$ cat config.mk
export PLATFORM = sky130hd
export DESIGN_NAME = sram_seq_ctrl
export DESIGN_NICKNAME = d
export VERILOG_FILES = /design/src/rtl/sram_seq_pkg.sv /design/src/rtl/sram_seq_timer.sv /design/src/rtl/sram_seq_fsm.sv /design/src/rtl/sram_seq_datapath.sv /design/src/rtl/sram_seq_ctrl.sv
export SDC_FILE = /design/constraint.sdc
export NUM_CORES = 1
export LEC_CHECK = 0
export ABC_AREA = 1
export BUFFER_PORTS_ARGS = -buffer_cell sky130_fd_sc_hd__buf_2
export CAP_MARGIN = 20
export CORE_ASPECT_RATIO = 2
export CORE_MARGIN = 2
export CORE_UTILIZATION = 50
export CTS_BUF_LIST = sky130_fd_sc_hd__clkbuf_4
export CTS_CLUSTER_DIAMETER = 50
export CTS_CLUSTER_SIZE = 20
export DETAILED_ROUTE_END_ITERATION = 8
export GPL_ROUTABILITY_DRIVEN = 0
export GPL_TIMING_DRIVEN = 1
export HOLD_SLACK_MARGIN = 0.05
export PLACE_DENSITY_LB_ADDON = 0.12
export SYNTH_ARGS = -nofsm -noshare
export SYNTH_HDL_FRONTEND = slang
export SYNTH_HIERARCHICAL = 1
export SYNTH_SLANG_ARGS = --single-unit
$ cat constraint.sdc
create_clock -name clk -period 2.34 [get_ports clk]
set_input_delay 0.351 -clock clk [delete_from_list [all_inputs] [get_ports clk]]
set_output_delay 0.351 -clock clk [all_outputs]
set_load 0.1 [all_outputs]
$ cat src/rtl/sram_seq_pkg.sv
package sram_seq_pkg;

  typedef enum logic [2:0] {
    PH_IDLE   = 3'd0,
    PH_READ   = 3'd1,
    PH_WTURN  = 3'd2,
    PH_WSETUP = 3'd3,
    PH_WPULSE = 3'd4,
    PH_WHOLD  = 3'd5
  } phase_e;

  localparam int unsigned ADDR_SETUP_NS = 2;
  localparam int unsigned ADDR_HOLD_NS  = 2;
  localparam int unsigned DATA_HOLD_NS  = 1;

  function automatic int unsigned max_u(input int unsigned a, input int unsigned b);
    return (a > b) ? a : b;
  endfunction

  // ceil(ns / period), never below one cycle
  function automatic int unsigned ns_to_cyc(input int unsigned ns, input int unsigned per);
    int unsigned c;
    c = (per == 0) ? ns : (ns + per - 1) / per;
    return (c == 0) ? 1 : c;
  endfunction

  // grade tables (ns)
  function automatic int unsigned gr_access(input int unsigned g);
    case (g)
      0: return 20;
      1: return 25;
      2: return 35;
      default: return 45;
    endcase
  endfunction

  function automatic int unsigned gr_oe_valid(input int unsigned g);
    case (g)
      0: return 10;
      1: return 10;
      2: return 25;
      default: return 35;
    endcase
  endfunction

  function automatic int unsigned gr_we_width(input int unsigned g);
    case (g)
      0: return 16;
      1: return 20;
      2: return 25;
      default: return 30;
    endcase
  endfunction

  function automatic int unsigned gr_data_setup(input int unsigned g);
    case (g)
      0: return 15;
      1: return 15;
      2: return 20;
      default: return 25;
    endcase
  endfunction

  function automatic int unsigned gr_wr_cycle(input int unsigned g);
    return gr_access(g);
  endfunction

  function automatic int unsigned gr_oe_float(input int unsigned g);
    case (g)
      0: return 12;
      1: return 15;
      2: return 20;
      default: return 25;
    endcase
  endfunction

  function automatic int unsigned gr_cs_float(input int unsigned g);
    case (g)
      0: return 15;
      1: return 17;
      2: return 20;
      default: return 30;
    endcase
  endfunction

  // phase lengths in cycles
  function automatic int unsigned rd_cycles(input int unsigned g, input int unsigned per);
    return ns_to_cyc(max_u(gr_access(g), gr_oe_valid(g)), per);
  endfunction

  function automatic int unsigned wp_cycles(input int unsigned g, input int unsigned per);
    return ns_to_cyc(max_u(gr_we_width(g), gr_data_setup(g)), per);
  endfunction

  function automatic int unsigned as_cycles(input int unsigned per);
    return ns_to_cyc(ADDR_SETUP_NS, per);
  endfunction

  function automatic int unsigned hold_cycles(input int unsigned g, input int unsigned per);
    int unsigned base;
    int unsigned used;
    int unsigned wc;
    base = ns_to_cyc(max_u(ADDR_HOLD_NS, DATA_HOLD_NS), per);
    used = as_cycles(per) + wp_cycles(g, per);
    wc   = ns_to_cyc(gr_wr_cycle(g), per);
    return (wc > used) ? max_u(base, wc - used) : base;
  endfunction

  function automatic int unsigned rel_cycles(input int unsigned g, input int unsigned per);
    return ns_to_cyc(max_u(gr_oe_float(g), gr_cs_float(g)), per);
  endfunction

endpackage

$ cat src/rtl/sram_seq_timer.sv
module sram_seq_timer #(
  parameter int unsigned CNT_W = 4
) (
  input  logic             clk,
  input  logic             rst_n,
  input  logic             ld,
  input  logic [CNT_W-1:0] ld_val,
  output logic             expired
);
  logic [CNT_W-1:0] cnt_q;

  always_ff @(posedge clk or negedge rst_n) begin
    if (!rst_n)              cnt_q <= '0;
    else if (ld)             cnt_q <= ld_val;
    else if (cnt_q != '0)    cnt_q <= cnt_q - 1'b1;
  end

  assign expired = (cnt_q == '0);
endmodule

$ cat src/rtl/sram_seq_fsm.sv
module sram_seq_fsm
  import sram_seq_pkg::*;
#(
  parameter int unsigned CNT_W  = 4,
  parameter int unsigned N_RD   = 2,
  parameter int unsigned N_AS   = 1,
  parameter int unsigned N_WP   = 2,
  parameter int unsigned N_HOLD = 1
) (
  input  logic             clk,
  input  logic             rst_n,
  input  logic             req_valid,
  input  logic             req_write,
  input  logic             ph_expired,
  input  logic             bus_busy,
  output phase_e           phase,
  output logic             ph_ld,
  output logic [CNT_W-1:0] ph_ld_val,
  output logic             accept,
  output logic             rd_capture,
  output logic             wr_finish
);
  localparam logic [CNT_W-1:0] LD_RD   = CNT_W'(N_RD - 1);
  localparam logic [CNT_W-1:0] LD_AS   = CNT_W'(N_AS - 1);
  localparam logic [CNT_W-1:0] LD_WP   = CNT_W'(N_WP - 1);
  localparam logic [CNT_W-1:0] LD_HOLD = CNT_W'(N_HOLD - 1);

  phase_e nxt;

  always_comb begin
    nxt        = phase;
    ph_ld      = 1'b0;
    ph_ld_val  = '0;
    accept     = 1'b0;
    rd_capture = 1'b0;
    wr_finish  = 1'b0;
    case (phase)
      PH_IDLE: begin
        if (req_valid) begin
          accept = 1'b1;
          ph_ld  = 1'b1;
          if (req_write) begin
            nxt       = PH_WTURN;
            ph_ld_val = '0;
          end else begin
            nxt       = PH_READ;
            ph_ld_val = LD_RD;
          end
        end
      end
      PH_READ: begin
        if (ph_expired) begin
          rd_capture = 1'b1;
          nxt        = PH_IDLE;
        end
      end
      PH_WTURN: begin
        if (!bus_busy) begin
          nxt       = PH_WSETUP;
          ph_ld     = 1'b1;
          ph_ld_val = LD_AS;
        end
      end
      PH_WSETUP: begin
        if (ph_expired) begin
          nxt       = PH_WPULSE;
          ph_ld     = 1'b1;
          ph_ld_val = LD_WP;
        end
      end
      PH_WPULSE: begin
        if (ph_expired) begin
          nxt       = PH_WHOLD;
          ph_ld     = 1'b1;
          ph_ld_val = LD_HOLD;
        end
      end
      PH_WHOLD: begin
        if (ph_expired) begin
          wr_finish = 1'b1;
          nxt       = PH_IDLE;
        end
      end
      default: nxt = PH_IDLE;
    endcase
  end

  always_ff @(posedge clk or negedge rst_n) begin
    if (!rst_n) phase <= PH_IDLE;
    else        phase <= nxt;
  end
endmodule

$ cat src/rtl/sram_seq_datapath.sv
module sram_seq_datapath #(
  parameter int unsigned ADDR_W = 19,
  parameter int unsigned DATA_W = 8
) (
  input  logic              clk,
  input  logic              rst_n,
  input  logic              accept,
  input  logic [ADDR_W-1:0] req_addr,
  input  logic [DATA_W-1:0] req_wdata,
  input  logic              rd_capture,
  input  logic              wr_finish,
  input  logic [DATA_W-1:0] mem_dq_in,
  output logic [ADDR_W-1:0] addr_q,
  output logic [DATA_W-1:0] wdata_q,
  output logic [DATA_W-1:0] rdata_q,
  output logic              done_q
);
  always_ff @(posedge clk or negedge rst_n) begin
    if (!rst_n) begin
      addr_q  <= '0;
      wdata_q <= '0;
    end else if (accept) begin
      addr_q  <= req_addr;
      wdata_q <= req_wdata;
    end
  end

  always_ff @(posedge clk or negedge rst_n) begin
    if (!rst_n)          rdata_q <= '0;
    else if (rd_capture) rdata_q <= mem_dq_in;
  end

  always_ff @(posedge clk or negedge rst_n) begin
    if (!rst_n) done_q <= 1'b0;
    else        done_q <= rd_capture | wr_finish;
  end
endmodule

$ cat src/rtl/sram_seq_ctrl.sv
module sram_seq_ctrl
  import sram_seq_pkg::*;
#(
  parameter int unsigned CLK_PERIOD_NS = 10,
  parameter int unsigned GRADE         = 0,
  parameter int unsigned ADDR_W        = 19,
  parameter int unsigned DATA_W        = 8
) (
  input  logic              clk,
  input  logic              rst_n,
  input  logic              req_valid,
  output logic              req_ready,
  input  logic              req_write,
  input  logic [ADDR_W-1:0] req_addr,
  input  logic [DATA_W-1:0] req_wdata,
  output logic              resp_valid,
  output logic [DATA_W-1:0] resp_rdata,
  output logic              mem_cs_n,
  output logic              mem_oe_n,
  output logic              mem_we_n,
  output logic [ADDR_W-1:0] mem_addr,
  output logic [DATA_W-1:0] mem_dq_out,
  output logic              mem_dq_oe,
  input  logic [DATA_W-1:0] mem_dq_in
);
  localparam int unsigned N_RD   = rd_cycles(GRADE, CLK_PERIOD_NS);
  localparam int unsigned N_AS   = as_cycles(CLK_PERIOD_NS);
  localparam int unsigned N_WP   = wp_cycles(GRADE, CLK_PERIOD_NS);
  localparam int unsigned N_HOLD = hold_cycles(GRADE, CLK_PERIOD_NS);
  localparam int unsigned N_REL  = rel_cycles(GRADE, CLK_PERIOD_NS);
  localparam int unsigned N_MAX  = max_u(max_u(N_RD, N_REL), max_u(max_u(N_AS, N_WP), N_HOLD));
  localparam int unsigned CNT_W  = $clog2(N_MAX + 1);

  // named internal events
  phase_e           phase;
  logic             ph_ld;
  logic [CNT_W-1:0] ph_ld_val;
  logic             ph_expired;
  logic             rel_idle;
  logic             bus_busy;
  logic             accept;
  logic             rd_capture;
  logic             wr_finish;
  logic             bus_drive;
  logic             in_cycle;
  logic [ADDR_W-1:0] addr_q;
  logic [DATA_W-1:0] wdata_q;

  sram_seq_fsm #(
    .CNT_W (CNT_W),
    .N_RD  (N_RD),
    .N_AS  (N_AS),
    .N_WP  (N_WP),
    .N_HOLD(N_HOLD)
  ) u_fsm (
    .clk       (clk),
    .rst_n     (rst_n),
    .req_valid (req_valid),
    .req_write (req_write),
    .ph_expired(ph_expired),
    .bus_busy  (bus_busy),
    .phase     (phase),
    .ph_ld     (ph_ld),
    .ph_ld_val (ph_ld_val),
    .accept    (accept),
    .rd_capture(rd_capture),
    .wr_finish (wr_finish)
  );

  // phase length counter
  sram_seq_timer #(.CNT_W(CNT_W)) u_phase_tmr (
    .clk    (clk),
    .rst_n  (rst_n),
    .ld     (ph_ld),
    .ld_val (ph_ld_val),
    .expired(ph_expired)
  );

  // output float counter, started when output enable is released
  sram_seq_timer #(.CNT_W(CNT_W)) u_float_tmr (
    .clk    (clk),
    .rst_n  (rst_n),
    .ld     (rd_capture),
    .ld_val (CNT_W'(N_REL)),
    .expired(rel_idle)
  );
  assign bus_busy = !rel_idle;

  sram_seq_datapath #(.ADDR_W(ADDR_W), .DATA_W(DATA_W)) u_dp (
    .clk       (clk),
    .rst_n     (rst_n),
    .accept    (accept),
    .req_addr  (req_addr),
    .req_wdata (req_wdata),
    .rd_capture(rd_capture),
    .wr_finish (wr_finish),
    .mem_dq_in (mem_dq_in),
    .addr_q    (addr_q),
    .wdata_q   (wdata_q),
    .rdata_q   (resp_rdata),
    .done_q    (resp_valid)
  );

  // strobe decode from the registered phase
  assign in_cycle   = (phase != PH_IDLE);
  assign bus_drive  = (phase == PH_WSETUP) || (phase == PH_WPULSE) || (phase == PH_WHOLD);
  assign req_ready  = !in_cycle;
  assign mem_cs_n   = !in_cycle;
  assign mem_oe_n   = (phase != PH_READ);
  assign mem_we_n   = (phase != PH_WPULSE);
  assign mem_addr   = addr_q;
  assign mem_dq_oe  = bus_drive;
  assign mem_dq_out = bus_drive ? wdata_q : '0;
endmodule

==> results.md <==
Outcome:
- The run finished with clean final reports.

Worst hold path:
- The path class of the lowest-slack min-delay path is in -> reg.
- The worst hold path begins at mem_dq_in[6].
- The number of cells on the worst hold path is 3.
- The end point of the most critical hold path is u_dp/rdata_q[6]$_DFFE_PN0P_.

Logic synthesis:
- Ranked by total cell area, the synthesized netlist is headed by dfrtp_1 (53%), nand2_1 (24%), inv_1 (4.4%).
- Of all cell types, the one taking the most synthesized area is dfrtp_1.
- The most used flip-flop cell after synthesis is dfrtp_1.
- The dominant cell by count in the synthesized netlist is nand2_1.
- The proportion of synthesized chip area in sequential cells is 53.0%.
- A synthesized cell averages around 7.9 um^2.
- The count of distinct cell types in the synthesized netlist is 24.
- The commonest cells after synthesis are nand2_1 (132), dfrtp_1 (43), inv_1 (24), nand3_1 (11), nor2_1 (10).
- In this run, synthesis inferred 0 flip-flops with an integrated enable.
- The number of register bits inferred by synthesis is 43.
- Synthesis produced a netlist whose cell count is between 200 and 300.
- The fraction of synthesis flops using an asynchronous set or reset pin is between 90% and 100%.
- The net count of the mapped netlist is around 300.
- During synthesis, Yosys emitted a total of 6 warnings.
- The area share of the largest cell type after synthesis is 53.0%.
- The post-synthesis cell area is slightly above 2000 um^2.

Global route:
- The wire length of the first global-routing pass is around 7300 um.
- The maximum number of pins on one net before global-route repair is 28.
- The total overflow left after global routing is 0.
- The number of global-route vias before repair is between 1500 and 2000.
- The initial antenna violation count was 0.
- The total routing resource utilization after global routing is 20.7%.

Setup path:
- The worst register-to-register path has a depth of 8.
- The signal on the critical path passes through inv_1 -> nand2_1 -> nand2_4 -> nor2_1 -> buf_2.
- The launch instance of the worst register-to-register path is u_phase_tmr/cnt_q[0]$_DFFE_PN0P_.
- In this run the worst path has a maximum fanout of 9.
- The worst setup path is launched from a register.
- Together, buffers and inverters on the worst path number 2.
- In this design, the stage delay of the slowest critical-path cell is approximately 0.51 ns.
- The critical path depth in cells is 5.
- Data on the critical path is required at its endpoint by ~2.0 ns.
- The worst setup path is of the reg -> out kind.
- In this run the critical register-to-register path is captured at u_dp/rdata_q[2]$_DFFE_PN0P_.
- The arrival time reported for the critical path endpoint is between 1.5 and 2 ns.
- The nature of the critical path endpoint is a primary output.
- The cell with the biggest individual delay on the critical path is dfrtp_1.
- In this run the register-to-register setup slack is approximately 0.61 ns.
- The kind of cell adding the most delay to the critical path is buffers and inverters.

Clock tree:
- CTS built an H-tree with a depth of 2.
- Clock latency on the worst-skew pair, taken at its later pin, is between 0.3 and 0.4 ns.
- The worst-case clock buffer depth is 2.
- The clock drives 43 sinks.
- The clock-pin slew on the worst setup and hold paths is roughly 0.12 ns.
- TritonCTS built the clock tree.
- The number of buffers created by CTS is 5.
- The buffer type at the clock tree root is clkbuf_4.

Floorplanning:
- For this configuration, the core starts out at a cell density of a little over half.
- The total area inside the core boundary comes to a little under 4000 um^2.
- The number of standard-cell rows in the floorplan is 32.
- The die boundary width is slightly below 50 um.
- The die covers 4620 um^2.
- The die height is about 94 um.
- The number of placed I/O pins is 80.

STA:
- The total count of max-transition violations in the final report was 0.
- Setup violations remaining at the end of the flow were counted as 0.
- The peak clock frequency supported by timing is between 400 and 500 MHz.
- The maximum clock skew at final layout is roughly 0.0059 ns.
- Setup repair after global routing left no endpoint under its margin.
- After layout, the minimum clock period comes to 2.07 ns.
- The hold violation total from the final report is 0.
- The share of the clock period used by the worst path after layout is 88.3%.

Drt:
- For this run, design rule violations remaining after detail routing come to 0.
- The routed via count is around 1800.
- After detailed routing, the total wire length is 4320 um.
- In this run the remaining antenna-violating nets after routing total 0.
- The first detailed-routing pass took 4 iterations.
- The routed wire length per instance is about 11 um.
- The vias per cell is approximately 4.6.
- In this run, the number of DRC markers left after iteration 0 of detailed routing was 42.

Placed design:
- The total half-perimeter wirelength after legalization and detailed placement is approximately 3300 um.
- The total cell area at the placement stage is 2450 um^2.
- Port buffering added just under 80 buffers.

Finish:
- At the end of the flow, the number of nets in the layout was roughly 380.
- The area of all placed cells without fillers is between 2000 and 3000 um^2.
- The area growth from synthesis to layout is 24.2%.
- The antenna diode count is 0.
- Cells with a size suffix above 1 make up 31.5% of the layout.
- The multi-input combinational cells in the finished layout cover a total of 772 um^2.
- Fill cells in the final layout number 373.
- The area occupied by registers is 1080 um^2.

Run:
- Max-cap violations in this run came to 0.
[timing repair]
action                    in CTS  in global routing
hold endpoints to repair      20                  0
hold buffers                   1                  0
setup buffers                  0                  0
resized for setup              0                  0
[cell type report]
cell class | instances | area share (%)
flip-flops and latches | 43 | 42.7
multi-input cells | 180 | 30.6
repair buffers | 85 | 17.6
inverters | 27 | 4.32
well taps | 51 | 2.53
clock buffers | 6 | 1.79
clock inverters | 2 | 0.496
[sequential cells by signal, indices dropped and copies added (netlist names)]
signal	flops
u_fsm/phase	3
u_dp/done_q	1
u_dp/rdata_q	8
u_dp/addr_q	19
u_float_tmr/cnt_q	2
u_phase_tmr/cnt_q	2
u_dp/wdata_q	8
[worst register-to-register path: cells and delay by family (launching register included)]
family | cells | cell delay (ns)
flops | 1 | 0.41
simple gates | 3 | 0.38
buf+inv | 4 | 0.58
fa+ha+maj | 1 | 0.26
[per-stage QoR]
| stage | hold slack (ns) | std cells | util [%] | setup slack (ns) | TNS [ns] |
|---|---|---|---|---|---|
| final | 0.199 | 394 | 64.9 | 0.274 | 0 |
| after global routing | 0.171 | 394 | 64.9 | 0.138 | 0 |
| after CTS | 0.172 | 394 | 64.9 | 0.244 | 0 |
| after detailed placement | 0.341 | 385 | 63.2 | 0.632 | 0 |
| after global placement | 0.345 | 385 | 63.2 | 0.644 | 0 |
| after floorplan | 0.0554 | 258 | - | -0.0146 | -0.117 |
[placed cells by master (no fill, tap or decap), types with 3 or more instances in the layout]
cell,synthesis,routed
buf_2,1,79
buf_4,3,5
clkbuf_4,0,6
conb_1,3,3
dfrtp_1,43,43
inv_1,24,24
nand2_1,132,132
nand2_2,7,7
nand3_1,11,11
nor2_1,10,9
o21ai_0,4,4
[cells by family after synthesis]
family	synth area share, %
AOI/OAI and AO/OA	2.03
adders and majority gates	1.23
buffers and inverters	9.12
DFF	53.0
other	0.554
and+or+nand+nor	34.1
[how the worst max path moves through the flow]
stage	endpoint	slack, ns	start
6_report	mem_dq_out[2]	0.27	u_fsm/phase[1]$_DFFE_PN0P_
5_1_grt	mem_dq_out[6]	0.14	u_fsm/phase[1]$_DFFE_PN0P_
4_1_cts	mem_dq_out[2]	0.24	u_fsm/phase[1]$_DFFE_PN0P_
3_5_place_dp	u_dp/rdata_q[2]$_DFFE_PN0P_	0.63	u_phase_tmr/cnt_q[0]$_DFFE_PN0P_
3_3_place_gp	u_dp/rdata_q[4]$_DFFE_PN0P_	0.64	u_phase_tmr/cnt_q[0]$_DFFE_PN0P_
2_1_floorplan	mem_dq_out[0]	-0.01	u_fsm/phase[1]$_DFFE_PN0P_
[metal layers]
metal / track usage [%] / routed length, um / vias to the layer above
met1: 21.6 / 1630 / 828
met5: 0 / 0 / -
met2: 36.9 / 2380 / 58
li1: - / - / 937
met4: 11.4 / 93 / 0
met3: 5.10 / 211 / 9
Power is not shown: default switching activity piles up to over one toggle a cycle in this logic, so the estimate is an artifact.
